--- config.mk ---
export PLATFORM = sky130hd
export DESIGN_NAME = midi_msg_assembler
export DESIGN_NICKNAME = d
export VERILOG_FILES = /design/src/rtl/midi_asm_pkg.sv /design/src/rtl/midi_byte_classifier.sv /design/src/rtl/midi_status_tracker.sv /design/src/rtl/midi_msg_out_stage.sv /design/src/rtl/midi_msg_assembler.sv
export SDC_FILE = /design/constraint.sdc
export NUM_CORES = 1
export LEC_CHECK = 0
export BUFFER_PORTS_ARGS = -buffer_cell sky130_fd_sc_hd__clkbuf_2
export CORE_MARGIN = 5
export CORE_UTILIZATION = 54
export CTS_CLUSTER_SIZE = 28
export DETAILED_ROUTE_END_ITERATION = 10
export PLACE_DENSITY = 0.79
export SLEW_MARGIN = 20
export SYNTH_ARGS = -nofsm -noshare
export SYNTH_HDL_FRONTEND = slang
export SYNTH_HIERARCHICAL = 1
export SYNTH_SLANG_ARGS = --single-unit
--- constraint.sdc ---
create_clock -name clk -period 2 [get_ports clk]
set_clock_uncertainty 0.05 [all_clocks]
set_input_delay 0.1 -clock clk [delete_from_list [all_inputs] [get_ports clk]]
set_output_delay 0.1 -clock clk [all_outputs]
set_load 0.02 [all_outputs]
--- src/rtl/midi_asm_pkg.sv ---
package midi_asm_pkg;
  localparam int BYTE_W = 8;
  localparam int MSG_W  = 3 * BYTE_W;

  typedef enum logic [1:0] {
    K_DATA  = 2'd0,
    K_NOTE  = 2'd1,
    K_OTHER = 2'd2,
    K_RTIME = 2'd3
  } byte_kind_t;
endpackage

--- src/rtl/midi_byte_classifier.sv ---
module midi_byte_classifier
  import midi_asm_pkg::*;
(
  input  logic [4:0]  hi_bits,
  output byte_kind_t  kind
);
  // hi_bits are the five most significant bits of the byte
  always_comb begin
    if (!hi_bits[4])                 kind = K_DATA;
    else if (&hi_bits)               kind = K_RTIME;
    else if (hi_bits[3:2] == 2'b00)  kind = K_NOTE;
    else                             kind = K_OTHER;
  end
endmodule

--- src/rtl/midi_status_tracker.sv ---
module midi_status_tracker
  import midi_asm_pkg::*;
#(
  parameter int BW = BYTE_W,
  localparam int MW = 3 * BW
) (
  input  logic          clk,
  input  logic          rst_n,
  input  logic          take,
  input  logic [BW-1:0] data,
  input  byte_kind_t    kind,
  output logic          complete,
  output logic [MW-1:0] msg
);
  logic [BW-1:0] status_q;
  logic [BW-1:0] key_q;
  logic          have_q;
  logic          half_q;

  always_ff @(posedge clk or negedge rst_n) begin
    if (!rst_n) begin
      status_q <= '0;
      key_q    <= '0;
      have_q   <= 1'b0;
      half_q   <= 1'b0;
    end else if (take) begin
      unique case (kind)
        K_NOTE: begin
          status_q <= data;
          have_q   <= 1'b1;
          half_q   <= 1'b0;
        end
        K_OTHER: begin
          have_q <= 1'b0;
          half_q <= 1'b0;
        end
        K_RTIME: ;
        K_DATA: begin
          if (have_q) begin
            if (!half_q) key_q <= data;
            half_q <= !half_q;
          end
        end
        default: ;
      endcase
    end
  end

  assign complete = take && (kind == K_DATA) && have_q && half_q;
  assign msg      = {status_q, key_q, data};
endmodule

--- src/rtl/midi_msg_out_stage.sv ---
module midi_msg_out_stage #(
  parameter int MW = 24
) (
  input  logic          clk,
  input  logic          rst_n,
  input  logic          load,
  input  logic [MW-1:0] load_msg,
  input  logic          out_ready,
  output logic          out_valid,
  output logic [MW-1:0] out_msg,
  output logic          can_take
);
  always_ff @(posedge clk or negedge rst_n) begin
    if (!rst_n) begin
      out_valid <= 1'b0;
      out_msg   <= '0;
    end else if (load) begin
      out_valid <= 1'b1;
      out_msg   <= load_msg;
    end else if (out_ready) begin
      out_valid <= 1'b0;
    end
  end

  assign can_take = !out_valid || out_ready;
endmodule

--- src/rtl/midi_msg_assembler.sv ---
module midi_msg_assembler
  import midi_asm_pkg::*;
#(
  parameter int BW = BYTE_W,
  localparam int MW = 3 * BW
) (
  input  logic          clk,
  input  logic          rst_n,
  input  logic          in_valid,
  output logic          in_ready,
  input  logic [BW-1:0] in_byte,
  output logic          out_valid,
  input  logic          out_ready,
  output logic [MW-1:0] out_msg
);
  byte_kind_t    kind;
  logic          take;
  logic          complete;
  logic [MW-1:0] msg;

  assign take = in_valid && in_ready;

  midi_byte_classifier u_cls (
    .hi_bits (in_byte[BW-1 -: 5]),
    .kind    (kind)
  );

  midi_status_tracker #(.BW(BW)) u_trk (
    .clk      (clk),
    .rst_n    (rst_n),
    .take     (take),
    .data     (in_byte),
    .kind     (kind),
    .complete (complete),
    .msg      (msg)
  );

  midi_msg_out_stage #(.MW(MW)) u_out (
    .clk       (clk),
    .rst_n     (rst_n),
    .load      (complete),
    .load_msg  (msg),
    .out_ready (out_ready),
    .out_valid (out_valid),
    .out_msg   (out_msg),
    .can_take  (in_ready)
  );
endmodule

==> impl_metrics.csv <==
group,metric,value,unit
global_route,grt_usage,0.152,
power,p_int,2.06,mW
finish,n_antenna_cell,0,
min_path,hold_path_class,"in -> reg",
setup_path,worst_r2r_endpoint,"u_out/out_msg[21]",
routing,drt-total-wl,3300,um
setup_path,crit_type,"in -> reg",
setup_path,r2r_slack,0.34,ns
finish,n_fill_cell,269,
clock_network,clock_sinks,43,
synthesis,seq_area_frac_synth,0.570,
power,power.density,1430,nW/um2
setup_path,end_kind,"register",
outcome,status,"finished, final reports clean",
synthesis,syn_area,1890,um2
synthesis,postSynthCellCount,117,
min_path,hold_depth,2,
setup_path,critPathTopFamily,"buffers and inverters",
floorplanning,ios,38,
finish,area_growth,17.9,%
placed_design,dp_hpwl,2360,um
setup_path,cp_num_buf_inv,4,
global_route,grt_pass1_wl,5640,um
power,power_frac_comb,0.404,
setup_path,crit_fanout,14,
power,clock_power_share,0.130,
floorplanning,start_util,0.561,
synthesis,ys_ff_latch,43,
clock_network,cts_tree,"done",
setup_path,crit_chain,"dlygate4sd3_1 > clkbuf_2 > nand4_1 > a21boi_2 > inv_1 > ha_1 > nand2_1 > nor2_4 > buf_12 > mux2_2",
routing,ant_nets,0,
setup_path,r2r_cells,6,
sta,fin_crit,1.89,ns
placed_design,gp_congestion,0.716,
global_route,grt_max_degree,44,
clock_network,cts_buffers,5,
routing,viasPerCell,5.11,
sta,timing.fmax,528,MHz
power,fin_total_pwr,3.19,mW
sta,hold_viol_final,0,
finish,final_util,0.661,
global_route,grt_pass1_vias,1137,
placed_design,port_buffers,37,
power,ir_worst_vdd,736,uV
sta,slew_headroom,0.661,
clock_network,post_cts_buffers,0,
power,p_seq_frac,0.466,
setup_path,start_kind,"input pin",
sta,fin_crit_sh,0.946,
power,p_leak,1.09,nW
global_route,grt_antenna_before_repair,0,
job,max-cap-violations,0,
global_route,grt_overflow,0,
synthesis,syn_area_per_cell,16.1,um2
clock_network,clockBufferDepth,2,
synthesis,synthDistinctLibCells,21,
sta,rsz0062_at_grt,"false",
sta,maxSlewViolCount,0,
synthesis,ys.warnings.count,6,
min_path,hp-start,"in_byte[5]",
routing,drt_iter0_drc,39,
setup_path,r2r_start,"u_out/out_valid",
sta,final-setup-viol-count,0,
floorplanning,rows,21,
routing,num_vias,1074,
clock_network,clk_latency,0.36,ns
power,p_switching,1.13,mW
finish,drive_gt1_frac,0.573,
floorplanning,die_w,69.1,um
routing,routedWlPerCell,15.7,um
sta,worstMarginPinSlew,0.508,ns
setup_path,crit_path_max_incr_delay,0.53,ns
setup_path,required,2.21,ns
finish,fin_nets,178,
synthesis,syn_nets,132,
routing,post-route-drc-count,0,
floorplanning,coreArea,3360,um2
placed_design,placed_area,2080,um2
power,p_sw_frac,0.353,
min_path,hold-path-endpoint,"u_trk/key_q[5]",
floorplanning,die_y,69.1,um
setup_path,slowest_stage,"dlygate4sd3_1",
clock_network,root_buffer,"clkbuf_4",
clock_network,clk_pin_slew,0.12,ns
finish,fin_area,2220,um2
setup_path,crit_arrival,2.10,ns
floorplanning,die_area,4780,um2
routing,dr.pass1.iters,4,
sta,setup_tns,0,ns
clock_network,htreeDepth,2,
-- how the worst max path moves through the flow --
stage | start | endpoint | slack, ns | cells past startpoint
6_report | in_byte[3] | u_out/out_msg[21] | 0.11 | 10
5_1_grt | in_byte[3] | u_out/out_msg[0] | 0.02 | 10
4_1_cts | in_byte[3] | u_out/out_msg[21] | 0.11 | 10
2_1_floorplan | u_out/out_valid | u_out/out_msg[10] | 0.09 | 7
3_5_place_dp | in_byte[5] | u_out/out_msg[21] | 0.04 | 9
3_3_place_gp | in_byte[5] | u_out/out_msg[22] | 0.12 | 9
-- stage by stage --
stage | hold slack (ns) | instances | worst slack (ns)
floorplan | -0.246 | 117 | 0.0898
global placement | 0.144 | 193 | 0.121
detailed placement | 0.145 | 193 | 0.0438
CTS | 0.0155 | 210 | 0.107
global route | 0.00408 | 210 | 0.0232
finish | 0.0378 | 210 | 0.107
-- cell families after synthesis --
family	count (synthesis)	share of synthesized area
AO/OA/AOI/OAI	3	0.0146
adder cells (fa/ha/maj)	3	0.0199
flip-flops	43	0.570
AND/OR/NAND/NOR	12	0.0464
multiplexers	41	0.282
buffers and inverters	15	0.0670
-- synthesized netlist by cell type --
cell type   n  area (um2)
nand2_2     1        6.26
nand2b_1    2        12.5
o221ai_1    1        8.76
inv_1       4        15.0
buf_4       8        60.1
nor2_1      1        3.75
ha_1        3        37.5
o21a_1      1        7.51
buf_12      2        40.0
a21boi_2    1        11.3
nand4b_4    1        23.8
mux2i_1     1        10.0
nand2_1     3        11.3
mux2_4     19         285
mux2_2     21         236
and2_1      1        6.26
nand4_1     1        6.26
buf_6       1        11.3
or2_4       1        8.76
dfrtp_1    43        1080
and2_4      1        8.76
-- worst register-to-register path: cells and delay by family, from the launching register on --
family	cells	cell delay (ns)
flops	1	0.40
mux	1	0.35
simple gates	4	0.58
buf+inv	1	0.18
-- per-layer routing --
layer	global-route usage	share of wire
met2	0.235	0.49
met3	0.0640	0.062
met1	0.189	0.43
met5	0	0
met4	0.0586	0.018
-- cells in the final DEF, fill, tap and decap left out, types with 2 or more instances in the layout --
cell type	n
nand2b_1	2
mux2_4	19
dfrtp_1	43
buf_12	2
clkbuf_4	5
ha_1	3
buf_4	2
dlygate4sd3_1	9
nand2_1	3
mux2_2	21
clkbuf_2	37
inv_1	4
-- flip-flops by register name (all words and copies together), names as in the netlist --
signal / count
u_trk/key_q: 8
u_out/out_valid: 1
u_trk/half_q: 1
u_trk/have_q: 1
u_out/out_msg: 24
u_trk/status_q: 8
-- power by group through the flow --
| stage | Sequential (mW) | Combinational, mW | Clock (mW) |
|---|---|---|---|
| global placement | 1.48 | 1.26 | 0 |
| floorplan | 1.76 | 0.624 | 0 |
| CTS | 1.49 | 1.31 | 0.426 |
| global route | 1.54 | 1.38 | 0.477 |
| detailed placement | 1.51 | 1.29 | 0 |
| finish | 1.48 | 1.29 | 0.413 |
-- final cells by class --
| type | instances | area, um2 | share of cell area |
|---|---|---|---|
| Sequential cell | 43 | 1080 | 0.484 |
| Multi-Input combinational cell | 59 | 692 | 0.311 |
| Timing Repair Buffer | 50 | 330 | 0.148 |
| Tap cell | 46 | 57.6 | 0.0259 |
| Clock buffer | 6 | 41.3 | 0.0186 |
| Inverter | 4 | 15.0 | 0.00675 |
| Clock inverter | 2 | 12.5 | 0.00562 |
-- what timing repair did --
item / 4_1_cts / 5_1_grt
endpoints found under the hold margin: 65 / 0
hold buffers: 9 / 0
gates resized for setup: 0 / 0
No activity file was read; power rests on OpenSTA's default activity.
